[src/rtl/rxtick_pkg.sv]
package rxtick_pkg;

   localparam int unsigned RATE_W = 2;
   localparam int unsigned RATE_N = 1 << RATE_W;

   typedef enum logic [1:0] {
      ST_SLEEP = 2'd0,
      ST_START = 2'd1,
      ST_ARMED = 2'd2,
      ST_OPEN  = 2'd3
   } seq_state_t;

   // Oscillator cycles in a start-up interval given in half base ticks.
   function automatic int unsigned stup_cycles(input int unsigned halves,
                                               input int unsigned div);
      return (halves * div) / 2;
   endfunction

endpackage

[src/rtl/rxtick_base_div.sv]
module rxtick_base_div #(
   parameter int unsigned DIV_LO = 10,
   parameter int unsigned DIV_HI = 14
) (
   input  logic clk,
   input  logic rst_n,
   input  logic run,
   input  logic sel_hi,
   output logic tick
);
   localparam int unsigned DIV_MAX = (DIV_HI > DIV_LO) ? DIV_HI : DIV_LO;
   localparam int unsigned CNT_W   = $clog2(DIV_MAX);

   if (DIV_LO < 2 || DIV_HI < 2) begin : g_bad_div
      $error("rxtick_base_div: both ratios must be at least 2");
   end

   logic [CNT_W-1:0] cnt;
   logic [CNT_W-1:0] last;

   if (DIV_LO == DIV_HI) begin : g_single
      assign last = CNT_W'(DIV_LO - 1);
   end else begin : g_dual
      assign last = sel_hi ? CNT_W'(DIV_HI - 1) : CNT_W'(DIV_LO - 1);
   end

   always_ff @(posedge clk or negedge rst_n) begin
      if (!rst_n) begin
         cnt <= '0;
      end else if (!run) begin
         cnt <= '0;
      end else if (cnt == last) begin
         cnt <= '0;
      end else begin
         cnt <= cnt + 1'b1;
      end
   end

   assign tick = run && (cnt == last);

endmodule

[src/rtl/rxtick_ext_div.sv]
module rxtick_ext_div
   import rxtick_pkg::*;
#(
   parameter int unsigned LOG_MAX = 3
) (
   input  logic              clk,
   input  logic              rst_n,
   input  logic              run,
   input  logic [RATE_W-1:0] rate,
   input  logic              base_tick,
   output logic              tick
);
   if (LOG_MAX < RATE_N - 1) begin : g_bad_log
      $error("rxtick_ext_div: LOG_MAX must cover the highest range");
   end

   if (LOG_MAX == 0) begin : g_pass
      assign tick = base_tick;
   end else begin : g_count
      localparam int unsigned ECNT_W = LOG_MAX;

      logic [ECNT_W-1:0] ecnt;
      logic [ECNT_W-1:0] last;
      logic [ECNT_W:0]   mult;

      // Multiple of the base tick: 2^(LOG_MAX - range).
      always_comb begin
         mult = (ECNT_W+1)'(1) << (LOG_MAX - 32'(rate));
         last = ECNT_W'(mult - 1'b1);
      end

      always_ff @(posedge clk or negedge rst_n) begin
         if (!rst_n) begin
            ecnt <= '0;
         end else if (!run) begin
            ecnt <= '0;
         end else if (base_tick) begin
            if (ecnt == last) begin
               ecnt <= '0;
            end else begin
               ecnt <= ecnt + 1'b1;
            end
         end
      end

      assign tick = base_tick && (ecnt == last);
   end

endmodule

[src/rtl/rxtick_seq_fsm.sv]
module rxtick_seq_fsm
   import rxtick_pkg::*;
#(
   parameter int unsigned DIV_LO = 10,
   parameter int unsigned DIV_HI = 14,
   parameter int unsigned STUP_HALVES [RATE_N] = '{1793, 1025, 1025, 641}
) (
   input  logic              clk,
   input  logic              rst_n,
   input  logic              enable_in,
   input  logic              demod_in,
   input  logic              mode_sel,
   input  logic [RATE_W-1:0] rate_sel,
   output seq_state_t        state,
   output logic              run,
   output logic              cfg_mode,
   output logic [RATE_W-1:0] cfg_rate
);
   function automatic int unsigned max_cycles();
      int unsigned m;
      m = 1;
      for (int r = 0; r < int'(RATE_N); r++) begin
         if (stup_cycles(STUP_HALVES[r], DIV_LO) > m) m = stup_cycles(STUP_HALVES[r], DIV_LO);
         if (stup_cycles(STUP_HALVES[r], DIV_HI) > m) m = stup_cycles(STUP_HALVES[r], DIV_HI);
      end
      return m;
   endfunction

   localparam int unsigned STUP_MAX = max_cycles();
   localparam int unsigned STUP_W   = $clog2(STUP_MAX + 1);

   if ((DIV_LO % 2) != 0 || (DIV_HI % 2) != 0) begin : g_bad_even
      $error("rxtick_seq_fsm: divide ratios must be even for half-tick start-up");
   end

   logic [STUP_W-1:0] lim_lo [RATE_N];
   logic [STUP_W-1:0] lim_hi [RATE_N];

   for (genvar r = 0; r < int'(RATE_N); r++) begin : g_lim
      localparam int unsigned C_LO = stup_cycles(STUP_HALVES[r], DIV_LO);
      localparam int unsigned C_HI = stup_cycles(STUP_HALVES[r], DIV_HI);
      if (C_LO < 1 || C_HI < 1) begin : g_bad_lim
         $error("rxtick_seq_fsm: start-up length must be at least one cycle");
      end
      assign lim_lo[r] = STUP_W'(C_LO);
      assign lim_hi[r] = STUP_W'(C_HI);
   end

   seq_state_t        nxt;
   logic [STUP_W-1:0] scnt;
   logic [STUP_W-1:0] limit;
   logic              demod_q;
   logic              fall;

   assign limit = cfg_mode ? lim_hi[cfg_rate] : lim_lo[cfg_rate];
   assign fall  = demod_q && !demod_in;

   always_comb begin
      nxt = state;
      if (!enable_in) begin
         nxt = ST_SLEEP;
      end else begin
         unique case (state)
            ST_SLEEP: nxt = ST_START;
            ST_START: if (scnt == limit - 1'b1) nxt = ST_ARMED;
            ST_ARMED: if (fall) nxt = ST_OPEN;
            ST_OPEN:  nxt = ST_OPEN;
            default:  nxt = ST_SLEEP;
         endcase
      end
   end

   always_ff @(posedge clk or negedge rst_n) begin
      if (!rst_n) begin
         state    <= ST_SLEEP;
         scnt     <= '0;
         demod_q  <= 1'b0;
         cfg_mode <= 1'b0;
         cfg_rate <= '0;
      end else begin
         state   <= nxt;
         demod_q <= demod_in;
         if (state == ST_START && nxt == ST_START) begin
            scnt <= scnt + 1'b1;
         end else begin
            scnt <= '0;
         end
         if (state == ST_SLEEP) begin
            cfg_mode <= mode_sel;
            cfg_rate <= rate_sel;
         end
      end
   end

   assign run = (state != ST_SLEEP);

endmodule

[src/rtl/rxtick_seq.sv]
module rxtick_seq
   import rxtick_pkg::*;
#(
   parameter int unsigned DIV_LO  = 10,
   parameter int unsigned DIV_HI  = 14,
   parameter int unsigned LOG_MAX = 3,
   parameter int unsigned STUP_HALVES [RATE_N] = '{1793, 1025, 1025, 641}
) (
   input  logic       clk,
   input  logic       rst_n,
   input  logic       mode_sel,
   input  logic [1:0] rate_sel,
   input  logic       enable_in,
   input  logic       demod_in,
   output logic       base_tick,
   output logic       ext_tick,
   output logic [1:0] state_o,
   output logic       data_gate
);
   seq_state_t        st_w;
   logic              run_w;
   logic              cfg_mode_w;
   logic [RATE_W-1:0] cfg_rate_w;

   rxtick_seq_fsm #(
      .DIV_LO      (DIV_LO),
      .DIV_HI      (DIV_HI),
      .STUP_HALVES (STUP_HALVES)
   ) u_fsm (
      .clk       (clk),
      .rst_n     (rst_n),
      .enable_in (enable_in),
      .demod_in  (demod_in),
      .mode_sel  (mode_sel),
      .rate_sel  (rate_sel),
      .state     (st_w),
      .run       (run_w),
      .cfg_mode  (cfg_mode_w),
      .cfg_rate  (cfg_rate_w)
   );

   rxtick_base_div #(
      .DIV_LO (DIV_LO),
      .DIV_HI (DIV_HI)
   ) u_base (
      .clk    (clk),
      .rst_n  (rst_n),
      .run    (run_w),
      .sel_hi (cfg_mode_w),
      .tick   (base_tick)
   );

   rxtick_ext_div #(
      .LOG_MAX (LOG_MAX)
   ) u_ext (
      .clk       (clk),
      .rst_n     (rst_n),
      .run       (run_w),
      .rate      (cfg_rate_w),
      .base_tick (base_tick),
      .tick      (ext_tick)
   );

   assign state_o   = st_w;
   assign data_gate = (st_w == ST_OPEN);

endmodule

[config.mk]
export PLATFORM = sky130hd
export DESIGN_NAME = rxtick_seq
export DESIGN_NICKNAME = d
export VERILOG_FILES = /design/src/rtl/rxtick_pkg.sv /design/src/rtl/rxtick_base_div.sv /design/src/rtl/rxtick_ext_div.sv /design/src/rtl/rxtick_seq_fsm.sv /design/src/rtl/rxtick_seq.sv
export SDC_FILE = /design/constraint.sdc
export NUM_CORES = 1
export LEC_CHECK = 0
export CORE_MARGIN = 5
export CORE_UTILIZATION = 50
export CTS_CLUSTER_SIZE = 24
export DETAILED_ROUTE_END_ITERATION = 7
export GPL_ROUTABILITY_DRIVEN = 0
export GPL_TIMING_DRIVEN = 0
export PLACE_DENSITY = 0.71
export SYNTH_ARGS = -nofsm -noshare
export SYNTH_HDL_FRONTEND = slang
export SYNTH_SLANG_ARGS = --single-unit
[constraint.sdc]
create_clock -name clk -period 2.5 [get_ports clk]
set_input_delay 0.5 -clock clk [delete_from_list [all_inputs] [get_ports clk]]
set_output_delay 0.5 -clock clk [all_outputs]
set_load 0.03 [all_outputs]
==> out/summary.txt <==
fin. max-slew vios -> 0
Detail Placement HPWL -> 1.962 mm
antenna cells -> 0
Overflow after GRT -> 0
Critical-path top delay cell -> dfrtp_1
Fmax achieved -> 430.5 MHz
Clk Latency, worst-skew pair -> 330 ps
fill count -> 255
All-Layer GR Usage -> 14.05%
first-pass GRT wire length -> 4.698 mm
Max H-tree Level -> 1
Worst EP required -> 2000 ps
WHS -> 512.3 ps
WS Path Type -> register to output pin
Post-synth EDFFs -> 0
cell breakdown of the critical path -> inv_2, ha_2, xnor2_2, mux2i_1, nand2_1, nor3_1, buf_4
FF/Latch Area -> 675.6 um^2
CP Launch Type -> register
CTS tree -> yes
initial DRC count -> 23
num rows -> 19
fraction of registers with async set/reset -> 100.0%
Syn. warnings -> 0
Slew headroom -> 22.14%
Period minus WS final -> 2323 ps
share of post-route cells with drive strength above 1 -> 9.259%
Hold WC Path Type -> register to register
largest net degree at the start of global routing -> 28
Synth Register Bits -> 27
post-synth cell types -> 33
syn nets -> 162
Cell Count, Final, Fillers Out -> 193
CTS Buf Count -> 3
Max stage delay on crit path -> 420 ps
Placed Area -> 0.001620 mm^2
largest cells by area after synthesis -> dfrtp_1 46%, xnor2_1 7.7%, nor2_1 7.1%
average size of a mapped cell -> 10.01 um^2
area leader, netlist -> dfrtp_1
vias per cell -> 5.518
most common cell in the netlist -> nor2_1
status -> complete, no violations
final-stage net count -> 178
initial antenna violation count -> 0
chip width -> 64.25 um
total via count in the routed design -> 1065
endpoints failing setup -> 0
top_reg_cell synth -> dfrtp_1
register area share after synthesis -> 45.92%
Die ar. -> 0.004127 mm^2
Leak -> 0.6986 nW
Hold Fails Final Rpt -> 0
io pins -> 12
Avg WL per Cell -> 13.20 um
post-route ant nets -> 0
drt total wl -> 2.548 mm
synth-to-layout area growth -> 12.42%
Worst EP arrival -> 1820 ps
IO buf count -> 11
mapped cell area -> 0.001471 mm^2
drt first pass iters -> 4
clk root buf -> clkbuf_4
clock transition at the registers of the reported paths -> 150 ps
top-area cell type share of the netlist area -> 45.92%
Die Span Y -> 64.25 um
worst-path fanout max -> 4
area of the multi-input gates -> 753.2 um^2
most frequent cells after synthesis -> 28 x nor2_1, 27 x dfrtp_1, 13 x xnor2_1, 10 x xor2_1
Residual DRC -> 0
Max-cap violations -> 0
Worst VDD drop -> 0.0004275 V
Final Cell Area -> 0.001654 mm^2
Crit. End Element -> output pin
vias in the first global route -> 1115
Tightest Pin Transition -> 1164 ps
Tcrit/Tclk final -> 92.92%
PD cells -> 446.4 mW/mm^2
RSZ-0062 raised after global routing -> no
clock skew -> 10.87 ps
Post-Syn Instances -> 147
dpl cells -> 189
core area -> 0.002781 mm^2
Initial Util -> 52.90%
CTS Sinks -> 27
Clock Tree Buf Depth -> 2
==> layer usage <==
layer	part of all wire (%)	GRT usage, %
met4	2.0	6.107
met1	47	17.56
met2	48	23.63
met3	2.9	2.452
met5	0	0
==> cell usage in the layout, fill, tap and decap left out, types with 2 or more instances in the layout <==
cell type,n
dfrtp_1,27
nand2b_1,3
o21ai_0,5
clkbuf_4,3
nor2_1,28
ha_1,7
nor3_1,2
xor2_1,10
clkdlybuf4s50_1,9
nand4_1,4
xnor2_1,12
nand3_1,7
buf_4,2
inv_1,8
mux2i_1,2
nand2_1,9
==> where the power goes <==
| group | switching [mW] | leakage, nW | internal (mW) |
|---|---|---|---|
| sequential | 0.0129 | 0.363 | 0.448 |
| clock | 0.129 | 0.0177 | 0.0602 |
| combinational | 0.0472 | 0.318 | 0.0407 |
==> kinds of logic after synthesis <==
kind of cell | after synthesis | share of synthesized area (%)
AOI/OAI and AO/OA | 13 | 6.718
xor gates and xnor gates | 23 | 13.69
adders and majority gates | 8 | 6.803
buffers and inverters | 11 | 3.571
DFF | 27 | 45.92
muxes | 3 | 2.126
and+or+nand+nor | 62 | 21.17
==> registers in the layout (all words and copies together), names as in the netlist <==
signal              flops
u_ext.g_count.ecnt      3
u_fsm.cfg_rate          2
u_fsm.demod_q           1
u_base.cnt              4
u_fsm.state             2
u_fsm.scnt             14
u_fsm.cfg_mode          1
==> through the flow <==
stage               util (%)  worst slack (ps)  setup TNS [ps]  power [mW]
global route           59.47             29.50               0      0.7746
finish                 59.47             176.9               0      0.7384
floorplan                  -             284.8               0      0.5223
CTS                    59.02             82.13               0      0.7412
detailed placement     58.25            -6.610          -6.610      0.5564
global placement       58.25             44.27               0      0.5525
==> worst paths after layout <==
kind	from	end	slack [ps]	cells after the start
worst min-delay path	u_base.cnt[0]	u_base.cnt[0]	510	1
worst max register to register	u_fsm.cfg_rate[1]	u_fsm.scnt[12]	260	8
worst max-delay path	u_fsm.cfg_rate[0]	ext_tick	180	7
min in group asynchronous	rst_n	u_ext.g_count.ecnt[1]	770	1
worst min register to register	u_base.cnt[0]	u_base.cnt[0]	510	1
max in group asynchronous	rst_n	u_fsm.scnt[6]	1040	1
==> critical path, delay by kind of cell (launching register included) <==
| family | cells | cell delay, ps |
|---|---|---|
| buf+inv | 2 | 280 |
| simple gates | 2 | 270 |
| xor+xnor | 1 | 110 |
| fa+ha+maj | 1 | 200 |
| flops | 1 | 420 |
| mux | 1 | 200 |
==> layout make-up <==
| class | count | area share (%) |
|---|---|---|
| multi-input cells | 109 | 45.54 |
| well taps | 31 | 2.345 |
| clock buffers | 3 | 1.362 |
| flip-flops and latches | 27 | 40.85 |
| clock inverters | 1 | 0.3026 |
| inverters | 9 | 2.042 |
| repair buffers | 11 | 6.430 |
| plain buffers | 2 | 1.135 |
==> timing repair <==
| item | in CTS | in global routing |
|---|---|---|
| gates resized for setup | 7 | 4 |
| setup buffers | 0 | 0 |
| endpoints found under the hold margin | 0 | 0 |
| setup endpoints to repair | 2 | 1 |
| hold buffers | 0 | 0 |
(Power assumes the default switching activity.)
